### src/rtl/stb_pkg.sv
package stb_pkg;
  localparam int STB_SAMPLE_W = 24;
  localparam int STB_DEPTH    = 8;

  typedef enum logic {
    LVL_HALF  = 1'b0,
    LVL_EMPTY = 1'b1
  } lvl_sel_e;
endpackage

### src/rtl/stb_pair_asm.sv
module stb_pair_asm #(
  parameter int SW = 24
) (
  input  logic            clk,
  input  logic            rst_n,
  input  logic            wr_left,
  input  logic            wr_right,
  input  logic [SW-1:0]   wr_data,
  input  logic            full,
  input  logic            chan_fall,
  output logic            push,
  output logic [2*SW-1:0] push_data,
  output logic            drop
);
  logic          pend_q, pend_d;
  logic [SW-1:0] hold_q, hold_d;

  always_comb begin
    drop      = (wr_left | wr_right) & full;
    push      = wr_right & ~full;
    push_data = {(pend_q ? hold_q : '0), wr_data};
    pend_d    = pend_q;
    hold_d    = hold_q;
    if (chan_fall) begin
      pend_d = 1'b0;
      hold_d = '0;
    end else if (wr_left && !full) begin
      pend_d = 1'b1;
      hold_d = wr_data;
    end else if (push) begin
      pend_d = 1'b0;
      hold_d = '0;
    end
  end

  always_ff @(posedge clk or negedge rst_n) begin
    if (!rst_n) begin
      pend_q <= 1'b0;
      hold_q <= '0;
    end else begin
      pend_q <= pend_d;
      hold_q <= hold_d;
    end
  end


  pend_clear_chk: assert property (@(posedge clk) disable iff (!rst_n)
    chan_fall |=> !pend_q);

  drop_no_push_chk: assert property (@(posedge clk) disable iff (!rst_n)
    full |-> !push);
endmodule

### src/rtl/stb_store.sv
module stb_store #(
  parameter int DW    = 48,
  parameter int DEPTH = 8
) (
  input  logic          clk,
  input  logic          rst_n,
  input  logic          push,
  input  logic [DW-1:0] push_data,
  input  logic          pop,
  output logic [DW-1:0] head,
  output logic [$clog2(DEPTH+1)-1:0] count,
  output logic          full,
  output logic          empty
);
  localparam int AW = (DEPTH > 1) ? $clog2(DEPTH) : 1;
  localparam int CW = $clog2(DEPTH+1);

  logic [DW-1:0] mem [DEPTH];
  logic [AW-1:0] wp_q, wp_d, rp_q, rp_d;
  logic [CW-1:0] cnt_q, cnt_d;
  logic          do_push, do_pop;

  always_comb begin
    do_push = push & (cnt_q != CW'(DEPTH));
    do_pop  = pop & (cnt_q != '0);
    wp_d    = wp_q;
    rp_d    = rp_q;
    cnt_d   = cnt_q;
    if (do_push) wp_d = (wp_q == AW'(DEPTH-1)) ? '0 : wp_q + AW'(1);
    if (do_pop)  rp_d = (rp_q == AW'(DEPTH-1)) ? '0 : rp_q + AW'(1);
    if (do_push && !do_pop)      cnt_d = cnt_q + CW'(1);
    else if (!do_push && do_pop) cnt_d = cnt_q - CW'(1);
  end

  always_ff @(posedge clk or negedge rst_n) begin
    if (!rst_n) begin
      wp_q  <= '0;
      rp_q  <= '0;
      cnt_q <= '0;
    end else begin
      wp_q  <= wp_d;
      rp_q  <= rp_d;
      cnt_q <= cnt_d;
    end
  end

  always_ff @(posedge clk) begin
    if (do_push) mem[wp_q] <= push_data;
  end

  assign head  = mem[rp_q];
  assign count = cnt_q;
  assign full  = (cnt_q == CW'(DEPTH));
  assign empty = (cnt_q == '0);


  count_range_chk: assert property (@(posedge clk) disable iff (!rst_n)
    cnt_q <= CW'(DEPTH));

  push_pop_level_chk: assert property (@(posedge clk) disable iff (!rst_n)
    (push && pop && !full && !empty) |=> cnt_q == $past(cnt_q));

  push_grow_chk: assert property (@(posedge clk) disable iff (!rst_n)
    (push && !pop && !full) |=> cnt_q == $past(cnt_q) + CW'(1));

  pop_nonempty_chk: assert property (@(posedge clk) disable iff (!rst_n)
    pop |-> !empty);
endmodule

### src/rtl/stb_flags.sv
module stb_flags (
  input  logic clk,
  input  logic rst_n,
  input  logic set_ovf,
  input  logic set_udf,
  input  logic clr_ovf,
  input  logic clr_udf,
  input  logic lvl_hit,
  input  logic irq_en,
  output logic ovf,
  output logic udf,
  output logic irq
);
  logic ovf_q, ovf_d, udf_q, udf_d;

  always_comb begin
    ovf_d = set_ovf | (ovf_q & ~clr_ovf);
    udf_d = set_udf | (udf_q & ~clr_udf);
  end

  always_ff @(posedge clk or negedge rst_n) begin
    if (!rst_n) begin
      ovf_q <= 1'b0;
      udf_q <= 1'b0;
    end else begin
      ovf_q <= ovf_d;
      udf_q <= udf_d;
    end
  end

  assign ovf = ovf_q;
  assign udf = udf_q;
  assign irq = irq_en & (lvl_hit | udf_q);


  udf_sticky_chk: assert property (@(posedge clk) disable iff (!rst_n)
    (udf_q && !clr_udf) |=> udf_q);

  ovf_sticky_chk: assert property (@(posedge clk) disable iff (!rst_n)
    (ovf_q && !clr_ovf) |=> ovf_q);

  udf_set_chk: assert property (@(posedge clk) disable iff (!rst_n)
    set_udf |=> udf_q);

  irq_gate_chk: assert property (@(posedge clk) disable iff (!rst_n)
    !irq_en |-> !irq);
endmodule

### src/rtl/stereo_tx_buffer.sv
module stereo_tx_buffer
  import stb_pkg::*;
#(
  parameter int SW    = STB_SAMPLE_W,
  parameter int DEPTH = STB_DEPTH
) (
  input  logic          clk,
  input  logic          rst_n,
  input  logic          glob_en,
  input  logic          chan_en,
  input  logic          lvl_sel,
  input  logic          irq_en,
  input  logic          wr_left,
  input  logic          wr_right,
  input  logic [SW-1:0] wr_data,
  input  logic          pull,
  input  logic          clr_ovf,
  input  logic          clr_udf,
  output logic          rd_ok,
  output logic [SW-1:0] rd_left,
  output logic [SW-1:0] rd_right,
  output logic          full,
  output logic          ovf_flag,
  output logic          udf_flag,
  output logic          irq
);
  localparam int DW = 2 * SW;
  localparam int CW = $clog2(DEPTH+1);

  logic          chan_q;
  logic          chan_fall, active, pop, set_udf, lvl_hit;
  logic          push, drop, empty, full_w;
  logic [DW-1:0] push_data, head;
  logic [CW-1:0] count;

  always_ff @(posedge clk or negedge rst_n) begin
    if (!rst_n) chan_q <= 1'b0;
    else        chan_q <= chan_en;
  end

  always_comb begin
    chan_fall = chan_q & ~chan_en;
    active    = glob_en & chan_en;
    pop       = pull & active & ~empty;
    set_udf   = pull & active & empty;
    lvl_hit   = (lvl_sel == LVL_EMPTY) ? empty : (count <= CW'(DEPTH/2));
  end

  stb_pair_asm #(.SW(SW)) u_pair (
    .clk(clk), .rst_n(rst_n), .wr_left(wr_left), .wr_right(wr_right),
    .wr_data(wr_data), .full(full_w), .chan_fall(chan_fall),
    .push(push), .push_data(push_data), .drop(drop)
  );

  stb_store #(.DW(DW), .DEPTH(DEPTH)) u_store (
    .clk(clk), .rst_n(rst_n), .push(push), .push_data(push_data),
    .pop(pop), .head(head), .count(count), .full(full_w), .empty(empty)
  );

  stb_flags u_flags (
    .clk(clk), .rst_n(rst_n), .set_ovf(drop), .set_udf(set_udf),
    .clr_ovf(clr_ovf), .clr_udf(clr_udf), .lvl_hit(lvl_hit),
    .irq_en(irq_en), .ovf(ovf_flag), .udf(udf_flag), .irq(irq)
  );

  assign rd_ok    = pop;
  assign rd_left  = head[DW-1:SW];
  assign rd_right = head[SW-1:0];
  assign full     = full_w;


  idle_no_read_chk: assert property (@(posedge clk) disable iff (!rst_n)
    !active |-> !rd_ok);

  idle_no_udf_chk: assert property (@(posedge clk) disable iff (!rst_n)
    (!active && !udf_flag) |=> !udf_flag);
endmodule

### config.mk
export PLATFORM = sky130hd
export DESIGN_NAME = stereo_tx_buffer
export DESIGN_NICKNAME = d
export VERILOG_FILES = /design/src/rtl/stb_pkg.sv /design/src/rtl/stb_pair_asm.sv /design/src/rtl/stb_store.sv /design/src/rtl/stb_flags.sv /design/src/rtl/stereo_tx_buffer.sv
export SDC_FILE = /design/constraint.sdc
export NUM_CORES = 1
export LEC_CHECK = 0
export BUFFER_PORTS_ARGS = -buffer_cell sky130_fd_sc_hd__buf_2
export CAP_MARGIN = 5
export CORE_ASPECT_RATIO = 1.75
export CORE_MARGIN = 8
export CORE_UTILIZATION = 40
export CTS_CLUSTER_SIZE = 8
export DETAILED_ROUTE_END_ITERATION = 12
export GPL_ROUTABILITY_DRIVEN = 0
export PLACE_DENSITY = 0.67
export SLEW_MARGIN = 10
export SYNTH_ARGS = -nofsm -noshare
export SYNTH_HDL_FRONTEND = slang
export SYNTH_SLANG_ARGS = --single-unit
### constraint.sdc
create_clock -name clk -period 16.7 [get_ports clk]
set_input_delay 1.67 -clock clk [delete_from_list [all_inputs] [get_ports clk]]
set_output_delay 1.67 -clock clk [all_outputs]
set_load 0.05 [all_outputs]
Yosys cells after proc, flatten, opt, wreduce, memory -nomap -nowiden
Memory sizes are Yosys's and may differ from the RTL's.
Index checks and enable logic that the tools add are counted.
{"block": "classes", "shifts": 0, "div": 0, "mux": 14, "n_reduce_logical": 10, "n_addsub": 4, "bitwise_logic": 21, "order_cmp": 1, "multipliers": 0, "eq_ne": 4}
{"op": "$mux W24", "n": 4}
{"op": "$and A1 B1 Y1", "n": 12}
{"op": "$mux W4", "n": 2}
{"op": "$add A3 B1 Y3 const B", "n": 2}
{"op": "$eq A3 B3 Y1 const B", "n": 2}
{"op": "$mux W1", "n": 6}
{"op": "$mux W3", "n": 2}
{"op": "$not A1 Y1", "n": 5}
{"op": "$add A4 B1 Y4 const B", "n": 1}
{"op": "$eq A4 B4 Y1 const B", "n": 1}
{"op": "$le A4 B3 Y1 const B", "n": 1}
{"op": "$logic_not A4 Y1", "n": 1}
{"op": "$ne A4 B4 Y1 const B", "n": 1}
{"op": "$or A1 B1 Y1", "n": 4}
{"op": "$reduce_bool A4 Y1", "n": 1}
{"op": "$sub A4 B1 Y4 const B", "n": 1}
{"op": "$logic_and A1 B1 Y1", "n": 3}
{"op": "$logic_not A1 Y1", "n": 3}
{"op": "$reduce_bool A3 Y1", "n": 1}
{"op": "$reduce_bool A2 Y1", "n": 1}
{"block": "word_totals", "output_inout_bits": 53, "mem_count": 1, "rom_bits": 0, "latch_bits": 0, "in_bits": 35, "wordCells": 63, "regBits": 38, "ram_bits": 384}
{"memory": "u_store.mem", "words": 8, "width": 48, "rd": 1, "rd_ports_with_merged_regs": 0, "write_ports": 1, "line": "stb_store.sv:18", "source": "logic [DW-1:0] mem [DEPTH];"}

Depth between registers and ports, before layout
{"block": "logic_depth", "word_depth": 8, "mapped_depth": 9, "mapped_depth_nobuf": 9}

Modules after synthesis
Synthesis repeated with hierarchy kept, for this count alone.
{"block": "unflattened", "cells_unflattened": 776, "hier_area_um2": 16752.3}
{"mod": "stb_store", "n_inst": 1, "area_each_um2": 15069.5, "cells_per_inst": 622, "seq_area_each_um2": 11781.3}
{"mod": "stb_pair_asm", "n_inst": 1, "area_each_um2": 1537.7, "cells_per_inst": 138, "seq_area_each_um2": 625.6}
{"mod": "stb_flags", "n_inst": 1, "area_each_um2": 80.1, "cells_per_inst": 7, "seq_area_each_um2": 50.0}
{"mod": "stereo_tx_buffer", "n_inst": 1, "area_each_um2": 65.1, "cells_per_inst": 9, "seq_area_each_um2": 25.0}

Least setup slack after synthesis
Ideal clock, no wire load.
{"block": "synth_path", "path_type": "input to register", "startpoint": "input wr_right", "endpoint": "memory u_store.mem[0][0], enable pin", "path_stages": 2, "arrival_time_ns": 6.403, "setup_ns": 0.573, "t_required_ns": 16.127, "setup_slack_ns": 9.724, "path_buffers": 0, "path_cell_list": "nand2_1 > nor4_1"}
{"block": "synth_via", "elab_chain_cells": 4}
{"element": "start, declared", "line": "stereo_tx_buffer.sv:14", "source": "input logic wr_right,"}
{"element": "$and A1 B1 Y1", "line": "stb_pair_asm.sv:20", "source": "push = wr_right & ~full;"}
{"element": "$and A1 B1 Y1", "line": "stb_store.sv:24", "source": "do_push = push & (cnt_q != CW'(DEPTH));"}
{"element": "$mux W1", "line": "stb_store.sv:48", "source": "if (do_push) mem[wp_q] <= push_data;"}
{"element": "$mux W1 (implied by the code)", "line": "stb_store.sv:48"}
{"element": "end, declared", "line": "stb_store.sv:18"}
Every way passes these cells.

Worst setup path after layout
{"block": "layout_path", "startpoint": "register u_store.rp_q[0]", "endpoint": "output rd_left[16]"}
{"block": "layout_via", "elab_chain_cells": 1}
{"element": "start, declared", "line": "stb_store.sv:19", "source": "logic [AW-1:0] wp_q, wp_d, rp_q, rp_d;"}
{"element": "start signal, assigned", "line": "stb_store.sv:42", "source": "rp_q <= rp_d;"}
{"element": "$mem_v2 Z8 W48"}
{"element": "end, declared", "line": "stereo_tx_buffer.sv:20", "source": "output logic [SW-1:0] rd_left,"}
Every way passes these cells.

==> impl_metrics.yaml <==
global_routing:
  grt_max_degree: 76
  grt_pass1_vias: 8488
  track_usage: 0.146
  antenna_found_initial: 4
  grt_pass1_wl_um: 51600
  grt.overflow.total: 0
pwr:
  finalPower_w: 0.00370
  ir_drop_mv: 0.114
  leakagePower_nw: 6.37
  powerDensity_nw_per_um2: 195
synthesis:
  synth_area_um2: 16300
  synthArstFlopShare: 0.0900
  synthFlopType: "edfxtp_1"
  ys_top_cells_by_count: "edfxtp_1, mux4_2, mux2_2"
  synth_area_per_cell_um2: 22.5
  synth.area.top_cells: "edfxtp_1, mux4_2, dfrtp_1, mux2_2, a22o_1"
  ys_warn_count: 0
  synth_most_common_cell: "edfxtp_1"
  synth_cell_types: 39
  ys_seq_elements: 422
  synthCells: 721
  synth_area_leader_cell: "edfxtp_1"
  synth.top_cell.area_share: 0.710
  synth-edff-count: 384
  synth_nets: 764
  ys_seq_area_frac: 0.768
critical_path:
  cp_slowest_stage_delay_ns: 1.05
  required_ns: 15.03
  setup.worst_path.end_class: "output port"
  cpMaxStageDelayCell: "dfrtp_4"
  critPathMaxFanout: 50
  cp_cell_sequence: "buf_4 > mux4_2 > mux2_2 > buf_2"
  critPathLaunchType: "register"
  worstSetupPathType: "reg -> out"
  arrival_ns: 3.72
layout:
  layout-drive-gt1-share: 0.364
  fin_nets: 887
  area_growth_pct: 16.6
clocking:
  clock-sinks: 422
  postCtsSetupBuffers: 0
  path_clk_slew_ns: 0.05
  hold_buffers: 0
  cts_tree: "yes"
  insertion_delay_ns: 0.57
  h-tree-depth: 2
  ctsResizeCount: 0
  cts_buffers: 58
  clock_path_buffers: 3
  cts_root_buf: "clkbuf_16"
timing:
  maxSlewViolCount: 0
  hold_viol: 0
  worstMarginPinSlew_ns: 1.15
  max_slew_margin: 0.231
  rsz0062_at_grt: "no"
  setup_violations: 0
  final.period_utilization: 0.323
  tns_ns: 0
  min_period_ns: 5.39
  max_freq_ghz: 0.185
  fin_skew_ns: 0.0303
drt:
  antenna_left: 0
  vias: 7555
  drt-total-wl_um: 34200
  drt_iter0_drc: 444
  drc: 0
  dr.pass1.iters: 6
  vias_per_cell: 5.44
  wire_per_inst_um: 24.6
floorplanning:
  pin_count: 88
  start_util: 0.406
  row_count: 97
  die_h_um: 283
  die-area_um2: 47600
  die_w_um: 168
  coreArea_um2: 40100
placement:
  port_buffers: 87
  place_hpwl_um: 18500
flow_run:
  maxCapViolations: 0
min_path:
  min_path_type: "reg -> reg"
status:
  status: "finished, final reports clean"
==> worst paths after layout <==
check | cells past startpoint | from | endpoint | slack, ns
min in group asynchronous | 1 | rst_n | u_store.count[2]$_DFFE_PN0P_ | 1.22
worst min-delay path | 1 | u_pair.hold_q[15]$_DFFE_PN0P_ | u_pair.hold_q[15]$_DFFE_PN0P_ | 0.49
worst max register to register | 9 | u_store.count[0]$_DFFE_PN0P_ | u_store.count[3]$_DFFE_PN0P_ | 13.51
worst min register to register | 1 | u_pair.hold_q[15]$_DFFE_PN0P_ | u_pair.hold_q[15]$_DFFE_PN0P_ | 0.49
worst max-delay path | 4 | u_store.rp_q[0]$_DFFE_PN0P_ | rd_left[16] | 11.31
max in group asynchronous | 1 | rst_n | u_store.rp_q[0]$_DFFE_PN0P_ | 14.76
==> placed cells by master (no fill, tap or decap), types with 7 or more instances in the layout <==
| cell | count |
|---|---|
| edfxtp_1 | 384 |
| mux2_2 | 54 |
| dfrtp_1 | 35 |
| and2_1 | 24 |
| clkbuf_1 | 46 |
| ha_1 | 7 |
| mux4_2 | 96 |
| clkbuf_16 | 59 |
| a22o_1 | 24 |
| buf_4 | 11 |
| buf_2 | 87 |
==> worst max-delay path: cells and delay by family, from the launching register on <==
family	cells	cell delay, ns
multiplexers	2	0.92
buffers and inverters	2	1.13
flip-flops	1	1.05
==> cell type report <==
| class | count | area [um2] |
|---|---|---|
| fillers | 3265 | 21100 |
| flip-flops and latches | 422 | 12500 |
| multi-input cells | 257 | 3610 |
| clock buffers | 106 | 1660 |
| well taps | 495 | 619 |
| repair buffers | 98 | 518 |
| inverters | 7 | 27.5 |
| clock inverters | 1 | 8.76 |
| diodes | 2 | 5.00 |
==> metal layers <==
layer  up-vias  routed length [um]  GRT usage
met5         -                  23          0
li1       3262                   -          -
met3        50                1580     0.0267
met4         4                 781     0.0515
met2       196               18700      0.273
met1      4043               13000      0.162
==> report_power, final <==
part | switching [W] | total (W) | internal (W)
clock | 0.000410 | 0.00107 | 0.000660
sequential | 0.000127 | 0.00147 | 0.00134
combinational | 0.000733 | 0.00116 | 0.000432
==> per-stage QoR <==
step                      std cells  hold WS [ns]   util  setup slack [ns]  area [um2]
after CTS                      1386         0.493  0.473             11.09       18900
after global placement         1279         0.478  0.431             11.68       17300
after detailed placement       1279         0.476  0.431             11.69       17300
after global routing           1386         0.498  0.473             10.96       18900
after floorplan                 721         0.458      -              9.72       16300
final                          1388         0.490  0.473             11.31       18900
==> registers in the layout (all words and copies together) (netlist names) <==
signal,cells
u_flags.ovf,1
u_flags.udf,1
u_store.mem,384
chan_q,1
u_pair.hold_q,24
u_pair.pend_q,1
u_store.count,4
u_store.rp_q,3
u_store.wp_q,3
==> cell families after synthesis <==
kind of cell,count (synthesis),synth area share
AO/OA/AOI/OAI,37,0.0184
XOR/XNOR,2,0.00108
adder cells (fa/ha/maj),9,0.00724
buffers and inverters,42,0.0134
flip-flops,422,0.768
multiplexers,151,0.171
AND/OR/NAND/NOR,58,0.0208
Power figures use the tool's default switching activity.
